===== src/rtl/mshrPkg.sv =====
package mshrPkg;
  parameter int NUM_ENTRIES = 16;
  parameter int ADDR_W      = 32;
  parameter int LINE_BYTES  = 64;
  parameter int MAX_WAITERS = 4;
  parameter int TAG_W       = 6;
  parameter int DEST_W      = 5;

  localparam int OFF_W  = $clog2(LINE_BYTES);
  localparam int LINE_W = ADDR_W - OFF_W;
  localparam int IDX_W  = $clog2(NUM_ENTRIES);
  localparam int CNT_W  = $clog2(MAX_WAITERS + 1);
  localparam int WPOS_W = $clog2(MAX_WAITERS);

  typedef struct packed {
    logic             alloc;
    logic [IDX_W-1:0] allocIdx;
    logic             merge;
    logic [IDX_W-1:0] mergeIdx;
    logic             issue;
    logic [IDX_W-1:0] issueIdx;
    logic             rsp;
    logic [IDX_W-1:0] rspIdx;
    logic             drain;
    logic [IDX_W-1:0] drainIdx;
  } strobeT;

  typedef enum logic [1:0] {FENCE_IDLE, FENCE_WAIT, FENCE_ACK} fenceStateT;
endpackage


===== src/rtl/mshrData.sv =====
module mshrData
  import mshrPkg::*;
(
  input  logic                   clk,
  input  logic                   rst_n,
  input  strobeT                 st,
  input  logic [LINE_W-1:0]      missLine,
  input  logic [TAG_W-1:0]       missTag,
  input  logic [DEST_W-1:0]      missDest,
  output logic [NUM_ENTRIES-1:0] validVec,
  output logic [NUM_ENTRIES-1:0] issuedVec,
  output logic [NUM_ENTRIES-1:0] respVec,
  output logic [NUM_ENTRIES-1:0] lineEqVec,
  output logic [NUM_ENTRIES-1:0] waitFullVec,
  output logic [LINE_W-1:0]      reqLine,
  output logic [TAG_W-1:0]       doneTag,
  output logic [DEST_W-1:0]      doneDest
);
  logic [LINE_W-1:0] lineArr     [NUM_ENTRIES];
  logic [TAG_W-1:0]  doneTagArr  [NUM_ENTRIES];
  logic [DEST_W-1:0] doneDestArr [NUM_ENTRIES];

  for (genvar e = 0; e < NUM_ENTRIES; e++) begin : gEntry
    logic              live, sent, back;
    logic [LINE_W-1:0] lineReg;
    logic [CNT_W-1:0]  waitCnt, doneCnt;
    logic [TAG_W-1:0]  wTag  [MAX_WAITERS];
    logic [DEST_W-1:0] wDest [MAX_WAITERS];

    always_ff @(posedge clk or negedge rst_n) begin
      if (!rst_n) begin
        live    <= 1'b0;
        sent    <= 1'b0;
        back    <= 1'b0;
        lineReg <= '0;
        waitCnt <= '0;
        doneCnt <= '0;
      end else begin
        if (st.alloc && st.allocIdx == IDX_W'(e)) begin
          live    <= 1'b1;
          sent    <= 1'b0;
          back    <= 1'b0;
          lineReg <= missLine;
          waitCnt <= CNT_W'(1);
          doneCnt <= '0;
        end else if (st.merge && st.mergeIdx == IDX_W'(e)) begin
          waitCnt <= waitCnt + CNT_W'(1);
        end
        if (st.issue && st.issueIdx == IDX_W'(e)) sent <= 1'b1;
        if (st.rsp && st.rspIdx == IDX_W'(e) && live && sent) back <= 1'b1;
        if (st.drain && st.drainIdx == IDX_W'(e)) begin
          if ((doneCnt + CNT_W'(1)) == waitCnt) live <= 1'b0;
          else doneCnt <= doneCnt + CNT_W'(1);
        end
      end
    end

    // waiter slots carry no reset: a slot is read only below waitCnt
    always_ff @(posedge clk) begin
      if (st.alloc && st.allocIdx == IDX_W'(e)) begin
        wTag[0]  <= missTag;
        wDest[0] <= missDest;
      end else if (st.merge && st.mergeIdx == IDX_W'(e)) begin
        wTag[waitCnt[WPOS_W-1:0]]  <= missTag;
        wDest[waitCnt[WPOS_W-1:0]] <= missDest;
      end
    end

    assign validVec[e]    = live;
    assign issuedVec[e]   = sent;
    assign respVec[e]     = back;
    assign lineEqVec[e]   = (lineReg == missLine);
    assign waitFullVec[e] = (waitCnt == CNT_W'(MAX_WAITERS));
    assign lineArr[e]     = lineReg;
    assign doneTagArr[e]  = wTag[doneCnt[WPOS_W-1:0]];
    assign doneDestArr[e] = wDest[doneCnt[WPOS_W-1:0]];
  end

  assign reqLine  = lineArr[st.issueIdx];
  assign doneTag  = doneTagArr[st.drainIdx];
  assign doneDest = doneDestArr[st.drainIdx];
endmodule


===== src/rtl/mshrCtrl.sv =====
module mshrCtrl
  import mshrPkg::*;
(
  input  logic                   clk,
  input  logic                   rst_n,
  input  logic                   missValid,
  input  logic                   fenceReq,
  input  logic                   memReqReady,
  input  logic                   memRspValid,
  input  logic [IDX_W-1:0]       memRspId,
  input  logic [NUM_ENTRIES-1:0] validVec,
  input  logic [NUM_ENTRIES-1:0] issuedVec,
  input  logic [NUM_ENTRIES-1:0] respVec,
  input  logic [NUM_ENTRIES-1:0] lineEqVec,
  input  logic [NUM_ENTRIES-1:0] waitFullVec,
  output strobeT                 st,
  output logic                   stall,
  output logic                   memReqValid,
  output logic                   doneValid,
  output logic                   fenceAck
);
  function automatic logic [IDX_W-1:0] firstSet(input logic [NUM_ENTRIES-1:0] vec);
    logic [IDX_W-1:0] r;
    r = '0;
    for (int i = NUM_ENTRIES - 1; i >= 0; i--) begin
      if (vec[i]) r = IDX_W'(i);
    end
    return r;
  endfunction

  fenceStateT fState;
  logic [NUM_ENTRIES-1:0] hitVec, pendVec, readyVec;
  logic [IDX_W-1:0] hitIdx;
  logic hit, hitBlocked, full, fenceHold, refuse, accept;

  always_comb begin
    hitVec     = validVec & lineEqVec;
    hit        = |hitVec;
    hitIdx     = firstSet(hitVec);
    hitBlocked = waitFullVec[hitIdx] || respVec[hitIdx];
    full       = &validVec;
    fenceHold  = fenceReq || (fState == FENCE_WAIT);
    refuse     = fenceHold || (hit ? hitBlocked : full);
    accept     = missValid && !refuse;
    stall      = missValid && refuse;

    pendVec     = validVec & ~issuedVec;
    readyVec    = validVec & respVec;
    memReqValid = |pendVec;
    doneValid   = |readyVec;

    st          = '0;
    st.alloc    = accept && !hit;
    st.allocIdx = firstSet(~validVec);
    st.merge    = accept && hit;
    st.mergeIdx = hitIdx;
    st.issue    = memReqValid && memReqReady;
    st.issueIdx = firstSet(pendVec);
    st.rsp      = memRspValid;
    st.rspIdx   = memRspId;
    st.drain    = doneValid;
    st.drainIdx = firstSet(readyVec);
  end

  always_ff @(posedge clk or negedge rst_n) begin
    if (!rst_n) fState <= FENCE_IDLE;
    else begin
      case (fState)
        FENCE_IDLE: if (fenceReq) fState <= FENCE_WAIT;
        FENCE_WAIT: if (validVec == '0) fState <= FENCE_ACK;
        FENCE_ACK:  fState <= fenceReq ? FENCE_WAIT : FENCE_IDLE;
        default:    fState <= FENCE_IDLE;
      endcase
    end
  end

  assign fenceAck = (fState == FENCE_ACK);
endmodule


===== src/rtl/mshrFile.sv =====
module mshrFile
  import mshrPkg::*;
(
  input  logic              clk,
  input  logic              rst_n,
  input  logic              missValid,
  input  logic [LINE_W-1:0] missLine,
  input  logic [TAG_W-1:0]  missTag,
  input  logic [DEST_W-1:0] missDest,
  output logic              stall,
  output logic              memReqValid,
  input  logic              memReqReady,
  output logic [LINE_W-1:0] memReqLine,
  output logic [IDX_W-1:0]  memReqId,
  input  logic              memRspValid,
  input  logic [IDX_W-1:0]  memRspId,
  output logic              doneValid,
  output logic [TAG_W-1:0]  doneTag,
  output logic [DEST_W-1:0] doneDest,
  input  logic              fenceReq,
  output logic              fenceAck
);
  strobeT st;
  logic [NUM_ENTRIES-1:0] validVec, issuedVec, respVec, lineEqVec, waitFullVec;

  mshrCtrl u_ctrl (
    .clk(clk), .rst_n(rst_n), .missValid(missValid), .fenceReq(fenceReq),
    .memReqReady(memReqReady), .memRspValid(memRspValid), .memRspId(memRspId),
    .validVec(validVec), .issuedVec(issuedVec), .respVec(respVec),
    .lineEqVec(lineEqVec), .waitFullVec(waitFullVec), .st(st), .stall(stall),
    .memReqValid(memReqValid), .doneValid(doneValid), .fenceAck(fenceAck)
  );

  mshrData u_data (
    .clk(clk), .rst_n(rst_n), .st(st), .missLine(missLine), .missTag(missTag),
    .missDest(missDest), .validVec(validVec), .issuedVec(issuedVec),
    .respVec(respVec), .lineEqVec(lineEqVec), .waitFullVec(waitFullVec),
    .reqLine(memReqLine), .doneTag(doneTag), .doneDest(doneDest)
  );

  assign memReqId = st.issueIdx;
endmodule


===== config.mk =====
export PLATFORM = sky130hd
export DESIGN_NAME = mshrFile
export DESIGN_NICKNAME = d
export VERILOG_FILES = /design/src/rtl/mshrPkg.sv /design/src/rtl/mshrData.sv /design/src/rtl/mshrCtrl.sv /design/src/rtl/mshrFile.sv
export SDC_FILE = /design/constraint.sdc
export NUM_CORES = 2
export LEC_CHECK = 0
export CAP_MARGIN = 15
export CORE_ASPECT_RATIO = 2
export CORE_MARGIN = 5
export CORE_UTILIZATION = 40
export DETAILED_ROUTE_END_ITERATION = 7
export PLACE_DENSITY = 0.52
export SYNTH_ARGS = -nofsm -noshare
export SYNTH_HDL_FRONTEND = slang
export SYNTH_HIERARCHICAL = 1
export SYNTH_SLANG_ARGS = --single-unit

===== constraint.sdc =====
create_clock -name clk -period 11.6 [get_ports clk]
set_input_delay 2.9 -clock clk [delete_from_list [all_inputs] [get_ports clk]]
set_output_delay 2.9 -clock clk [all_outputs]
set_load 0.02 [all_outputs]

# [Yosys cells after proc, flatten, opt, wreduce, memory -nomap -nowiden]
# Memory sizes are Yosys's and may differ from the RTL's.
# Index checks and enable logic that the tools add are counted.
[word_totals] inputBits=47 memories=32 ff_bits=562 output_inout_bits=45 mem_bits_rw=704 elab_cells=946
[memory_table] name="u_data.gEntry[0].wTag" words=4 word_bits=6 rd=1 rd_clocked_by_memory_dff=0 wr=1 line_no="mshrData.sv:27" rtl="logic [TAG_W-1:0] wTag [MAX_WAITERS];"
[memory_table] name="u_data.gEntry[10].wTag" words=4 word_bits=6 rd=1 rd_clocked_by_memory_dff=0 wr=1 line_no="mshrData.sv:27"
[memory_table] name="u_data.gEntry[11].wTag" words=4 word_bits=6 rd=1 rd_clocked_by_memory_dff=0 wr=1 line_no="mshrData.sv:27"
[memory_table] name="u_data.gEntry[12].wTag" words=4 word_bits=6 rd=1 rd_clocked_by_memory_dff=0 wr=1 line_no="mshrData.sv:27"
[memory_table] name="u_data.gEntry[13].wTag" words=4 word_bits=6 rd=1 rd_clocked_by_memory_dff=0 wr=1 line_no="mshrData.sv:27"
[memory_table] name="u_data.gEntry[14].wTag" words=4 word_bits=6 rd=1 rd_clocked_by_memory_dff=0 wr=1 line_no="mshrData.sv:27"
[memory_table] name="+26 memories"
[classes] bitwise_logic=7 add_sub_neg=32 n_mux=434 n_lt_le_gt_ge=3 n_eq_ne=127 n_reduce_logical=214
[ops] op="26-bit == test" count=16
[ops] op="4-bit two-way mux" count=64
[ops] op="3-bit two-way mux" count=80
[ops] op="1-bit two-way mux" count=212
[ops] op="4-bit == test, second input constant" count=40
[ops] op="1-bit logical AND" count=117
[ops] op="6-bit two-way mux" count=18
[ops] op="26-bit binary-select mux with 4-bit select" count=1
[ops] op="3-bit by 1-bit adder with 3-bit output, second input constant" count=32
[ops] op="2-bit nonzero test" count=48
[ops] op="6-bit OR reduction" count=16
[ops] op="5-bit two-way mux" count=18
[ops] op="4-bit by 3-bit == test with 1-bit output, second input constant" count=20
[ops] op="5-bit OR reduction" count=16
[ops] op="2-bit two-way mux" count=34
[ops] op="26-bit two-way mux" count=2
[ops] op="16-bit AND" count=3
[ops] op="3-bit == test" count=16
[ops] op="3-bit == test, second input constant" count=16
[ops] op="16-bit OR reduction" count=3
[ops] op="4-bit by 2-bit == test with 1-bit output, second input constant" count=10
[ops] op="16-bit NOT" count=2
[ops] op="6-bit binary-select mux with 4-bit select" count=1
[ops] op="5-bit binary-select mux with 4-bit select" count=1
[ops] op="other kinds (16)" count=31

# [Longest topological paths before layout]
[logic_depth] ltp_word=32 ltp_mapped=19 ltp_nobuf=16

# [Cells and area by module]
# Netlist, hierarchy kept.
[by_module_without_submodules] module="mshrData" area_each_um2=59016.6 n_inst=1 cells_per_inst=4622 seq_area_each_um2=35153.7
[by_module_without_submodules] module="mshrCtrl" area_each_um2=1525.2 n_inst=1 cells_per_inst=241 seq_area_each_um2=50.0

# [Worst setup path after synthesis]
# Ideal clock, no wire load.
[synth_timing] path_type="input-to-output" from="input missLine[20]" to="output stall" stages=13 slack_ps=2784 path_buffers=2 t_arrival_ps=5916 required_ps=8700 cell_sequence="clkbuf_1 buf_1 xor2_1 nor4_1 nand3_1 nor4_1 nand2_1 a32o_2 o2111ai_4 a21boi_4 o32ai_2 o2111ai_1 o41a_1"
[synth_via] elab_cells_between_ends=42 classes_between="eq/ne: 16; mux: 21; bitwise: 1; reduce/logical: 4"
[synth_lines] item="start, declared" line_no="mshrFile.sv:7" rtl="input logic [LINE_W-1:0] missLine,"
[synth_lines] item="26-bit == test (*)" line_no="mshrData.sv:72" rtl="assign lineEqVec[e] = (lineReg == missLine);"
[synth_lines] item="via lineEqVec[11]" line_no="mshrFile.sv:24" rtl="logic [NUM_ENTRIES-1:0] validVec, issuedVec, respVec, lineEqVec, waitFullVec;"
[synth_lines] item="16-bit AND (*)" line_no="mshrCtrl.sv:37" rtl="hitVec = validVec & lineEqVec;"
[synth_lines] item="4-bit two-way mux (12 in a row)" line_no="mshrCtrl.sv:26" rtl="if (vec[i]) r = IDX_W'(i);"
[synth_lines] item="1-bit binary-select mux with 4-bit select" line_no="mshrCtrl.sv:40" rtl="hitBlocked = waitFullVec[hitIdx] || respVec[hitIdx];"
[synth_lines] item="1-bit two-way mux (not written as such)" line_no="mshrCtrl.sv:40"
[synth_lines] item="1-bit logical OR" line_no="mshrCtrl.sv:40"
[synth_lines] item="1-bit two-way mux (*)" line_no="mshrCtrl.sv:43" rtl="refuse = fenceHold || (hit ? hitBlocked : full);"
[synth_lines] item="1-bit logical OR (*)" line_no="mshrCtrl.sv:43"
[synth_lines] item="1-bit logical AND (*)" line_no="mshrCtrl.sv:45" rtl="stall = missValid && refuse;"
[synth_lines] item="end, declared" line_no="mshrFile.sv:10" rtl="output logic stall,"
# Mark *: on every way through the listed nets, which the timed path passes. The rest lies on a longest branch. The select of a mux whose other input is x is not followed.

# [Worst setup path in the final report]
[layout_timing] from="input missLine[16]" to="output stall"
[layout_via] elab_cells_between_ends=42 classes_between="eq/ne: 16; mux: 21; bitwise: 1; reduce/logical: 4"
[layout_lines] item="26-bit == test (*)" line_no="mshrData.sv:72"
[layout_lines] item="via lineEqVec[7]" line_no="mshrFile.sv:24"
[layout_lines] item="16-bit AND (*)" line_no="mshrCtrl.sv:37"
[layout_lines] item="4-bit two-way mux (8 in a row)" line_no="mshrCtrl.sv:26"
[layout_lines] item="1-bit binary-select mux with 4-bit select" line_no="mshrCtrl.sv:40"
[layout_lines] item="1-bit two-way mux (not written as such)" line_no="mshrCtrl.sv:40"
[layout_lines] item="1-bit logical OR" line_no="mshrCtrl.sv:40"
[layout_lines] item="1-bit two-way mux (*)" line_no="mshrCtrl.sv:43"
[layout_lines] item="1-bit logical OR (*)" line_no="mshrCtrl.sv:43"
[layout_lines] item="1-bit logical AND (*)" line_no="mshrCtrl.sv:45"
# Marks and branches as above.

==> impl_summary.log <==
INFO  metric routedWlPerCell = 28.6 µm
INFO  metric finalClockSkew = 0.0399 ns
INFO  metric totalWireLength = 198,000 µm
INFO  metric setup-tns-final = 0 ns
INFO  metric outcome = finished, final reports clean
INFO  metric hold_viol = 0
INFO  metric place_congestion = 0.935
INFO  metric dieHeight = 560 µm
INFO  metric total_nets_final = 4,972
INFO  metric yosys_warnings = 6
INFO  metric dr.first_iter.drc_count = 4,000
INFO  metric hold_class = reg2reg
INFO  metric maxSlewViolCount = 0
INFO  metric max_cap_viol_count = 0
INFO  metric worstSetupPathType = in2out
INFO  metric clock_latency = 0.76 ns
INFO  metric cts.reportedPaths.clkPinSlew = 0.06 ns
INFO  metric yosysTopAreaCellShare = 0.349
INFO  metric tritoncts_num_sinks = 1,266
INFO  metric power.density = 197 mW/mm²
INFO  metric effective_utilization_at_floorplan = 0.401
INFO  metric max_clock_freq = 0.0942 GHz
INFO  metric remaining_drc_errors = 0
INFO  metric timing.final.setup_violations = 0
INFO  metric power.ir.vdd_worst = 369 µV
INFO  metric synth.avg_cell_area = 12.4 µm²
INFO  metric layout_common_cells = sky130_fd_sc_hd__nand2_1, sky130_fd_sc_hd__edfxtp_1, sky130_fd_sc_hd__dfrtp_1
INFO  metric post_cts_resize_count = 0
INFO  metric postLayoutCellArea = 0.0679 mm²
INFO  metric crit_path_start_kind = input pin
INFO  metric design.die.area = 0.160 mm²
INFO  metric syn-num-nets = 4,958
INFO  metric min_period = 10.62 ns
INFO  metric worst_ep_required = 8.70 ns
INFO  metric core-area = 0.151 mm²
INFO  metric worstPathArrival = 7.72 ns
INFO  metric post_cts.repair.setup_buffers = 0
INFO  metric clockRootBuffer = sky130_fd_sc_hd__clkbuf_16
INFO  metric synth.yosys.seq_area_share = 0.581
INFO  metric total_power = 0.0134 W
INFO  metric synth-main-ff-cell = sky130_fd_sc_hd__edfxtp_1
INFO  metric avgViaCountPerCell = 5.75
INFO  metric synth_async_sr_flop_share = 0.444
INFO  metric layout_commonest_cell = sky130_fd_sc_hd__nand2_1
INFO  metric vias_in_the_first_global_route = 40,000
INFO  metric post_route_fraction_of_the_period_consumed_by_the_critical_path = 0.915
INFO  metric dp.final_hpwl = 133,000 µm
INFO  metric tritoncts = done
INFO  metric route.vias.total = 39,800
INFO  metric rsz_0062_raised_after_global_routing = no
INFO  metric timing.hold.ws = 0.430 ns
INFO  metric grt_start_max_net_pins = 172
INFO  metric area_after_dpl = 0.0638 mm²
INFO  metric route.antenna.remaining_nets = 0
INFO  metric cts_hold_repair.buffers = 0
INFO  metric grt_antenna_before_repair = 12
INFO  metric wire_length_of_the_first_global_routing_pass = 288,000 µm
INFO  metric synth_area = 0.0605 mm²
INFO  metric post_route_cells_drive_above_1_share = 0.165
INFO  metric globalRouteOverflowTotal = 0
INFO  metric crit_path_max_fanout = 21
INFO  metric htreeDepth = 3
INFO  metric share_of_the_core_filled_with_cells_in_the_final_layout = 0.450
INFO  metric p_leak = 27.1 nW
INFO  metric io_pins = 92
INFO  metric die_w = 285 µm
INFO  metric drt_pass1_iterations = 5
INFO  metric flow.area_growth_from_synthesis = 12.2%
INFO  metric synth_enable_flop_cells = 704
INFO  metric std_cell_rows = 202
INFO  metric largest_buffer_count_on_any_clock_path = 3
INFO  metric yosys_register_bits = 1,266
INFO  metric ys_top_cells_by_area = sky130_fd_sc_hd__edfxtp_1, sky130_fd_sc_hd__dfrtp_1, sky130_fd_sc_hd__mux4_2, sky130_fd_sc_hd__nand2_1, sky130_fd_sc_hd__xor2_1
INFO  metric max_slew_margin = 0.199
INFO  metric unique_masters_post_synth = 78
INFO  metric port_buffers = 91
INFO  metric setup.worst_path.end_class = output port
INFO  metric grt_util_all_layers = 0.243
INFO  metric post_synthesis_cells = 4,863
INFO  metric total_clock_buffers_created_by_cts = 117
INFO  metric worst_slew_pin_slew = 1.20 ns
INFO  metric synth_largest_area_cell = sky130_fd_sc_hd__edfxtp_1
[report_power, final]
part | switching, W | leakage, nW | internal [W]
Combinational | 0.00223 | 11.4 | 0.00156
Clock | 0.00179 | 1.96 | 0.00234
Sequential | 0.000428 | 13.8 | 0.00505
[Yosys cell counts (54+ instances only)]
cell and number:
sky130_fd_sc_hd__mux2i_1 99, sky130_fd_sc_hd__nand2_1 1428, sky130_fd_sc_hd__buf_2 103, sky130_fd_sc_hd__xor2_1 288, sky130_fd_sc_hd__clkbuf_1 195, sky130_fd_sc_hd__dfrtp_1 562, sky130_fd_sc_hd__nor2_1 83, sky130_fd_sc_hd__mux4_2 284
sky130_fd_sc_hd__o21ai_0 54, sky130_fd_sc_hd__xnor2_1 192, sky130_fd_sc_hd__nor4_1 132, sky130_fd_sc_hd__nand3_1 111, sky130_fd_sc_hd__edfxtp_1 704, sky130_fd_sc_hd__o22ai_1 66, sky130_fd_sc_hd__buf_4 64
[layout make-up]
type / count / area (µm²)
diodes: 4 / 10.0
clock buffers: 153 / 3120
clock inverters: 70 / 947
fillers: 13500 / 83000
inverters: 50 / 188
multi-input cells: 3159 / 23800
flip-flops and latches: 1266 / 35200
well taps: 1938 / 2420
repair buffers: 283 / 2220
[per-stage QoR]
stage | std cells | setup slack (ns)
global route | 6920 | 0.747
CTS | 6918 | 0.995
finish | 6923 | 0.984
global placement | 6693 | 0.743
floorplan | 4863 | 2.78
detailed placement | 6695 | 1.01
[path summary, 6_finish.rpt]
check,from,endpoint,slack (ns),cells after the start
worst max-delay path,missLine[16],stall,0.98,14
worst min-delay path,u_ctrl/fState[1]$_DFFE_PN0P_,u_ctrl/fState[1]$_DFFE_PN0P_,0.43,1
worst max register to register,u_data/gEntry[7].lineReg[16]$_DFFE_PN0P_,u_data/gEntry[11].wDest[0][3]$_DFFE_PP_,5.57,15
worst min register to register,u_ctrl/fState[1]$_DFFE_PN0P_,u_ctrl/fState[1]$_DFFE_PN0P_,0.43,1
max in group asynchronous,rst_n,u_data/gEntry[13].lineReg[0]$_DFFE_PN0P_,7.62,2
min in group asynchronous,rst_n,u_data/gEntry[8].doneCnt[2]$_DFF_PN0_,2.23,1
[per-layer routing]
layer  GRT usage  vias up  routed length, µm
met1       0.339    20600              83200
met4      0.0844        4               7570
met2       0.392     1603              94300
met5           0        -                 26
li1            -    17300                  -
met3      0.0370      349              13100
[logic make-up after synthesis]
family,synth area share
DFF,0.581
adders and majority gates,0.00992
AOI/OAI and AO/OA,0.0396
muxes,0.125
buffers and inverters,0.0351
and+or+nand+nor,0.133
xor gates and xnor gates,0.0754
[critical path, cell delays in order]
cell                              delay (ns)
sky130_fd_sc_hd__buf_2                  0.44
sky130_fd_sc_hd__buf_4                  0.36
sky130_fd_sc_hd__xor2_1                 0.12
sky130_fd_sc_hd__nor4_1                 0.34
sky130_fd_sc_hd__nand3_1                0.14
sky130_fd_sc_hd__nor4_1                 0.96
sky130_fd_sc_hd__nand2_1                0.28
sky130_fd_sc_hd__a32oi_1                0.31
sky130_fd_sc_hd__o21ai_0                0.19
sky130_fd_sc_hd__nor4_1                 0.30
sky130_fd_sc_hd__a311o_1                0.17
sky130_fd_sc_hd__o2111ai_1              0.15
sky130_fd_sc_hd__o41a_1                 0.45
sky130_fd_sc_hd__clkdlybuf4s50_1        0.59
[flip-flops by register name (all words and copies together) (netlist names)]
register / flops
u_ctrl/fState: 2
u_data/gEntry.back: 16
u_data/gEntry.doneCnt: 48
u_data/gEntry.lineReg: 416
u_data/gEntry.live: 16
u_data/gEntry.sent: 16
u_data/gEntry.wDest: 320
u_data/gEntry.wTag: 384
u_data/gEntry.waitCnt: 48
Power figures use the tool's default switching activity.
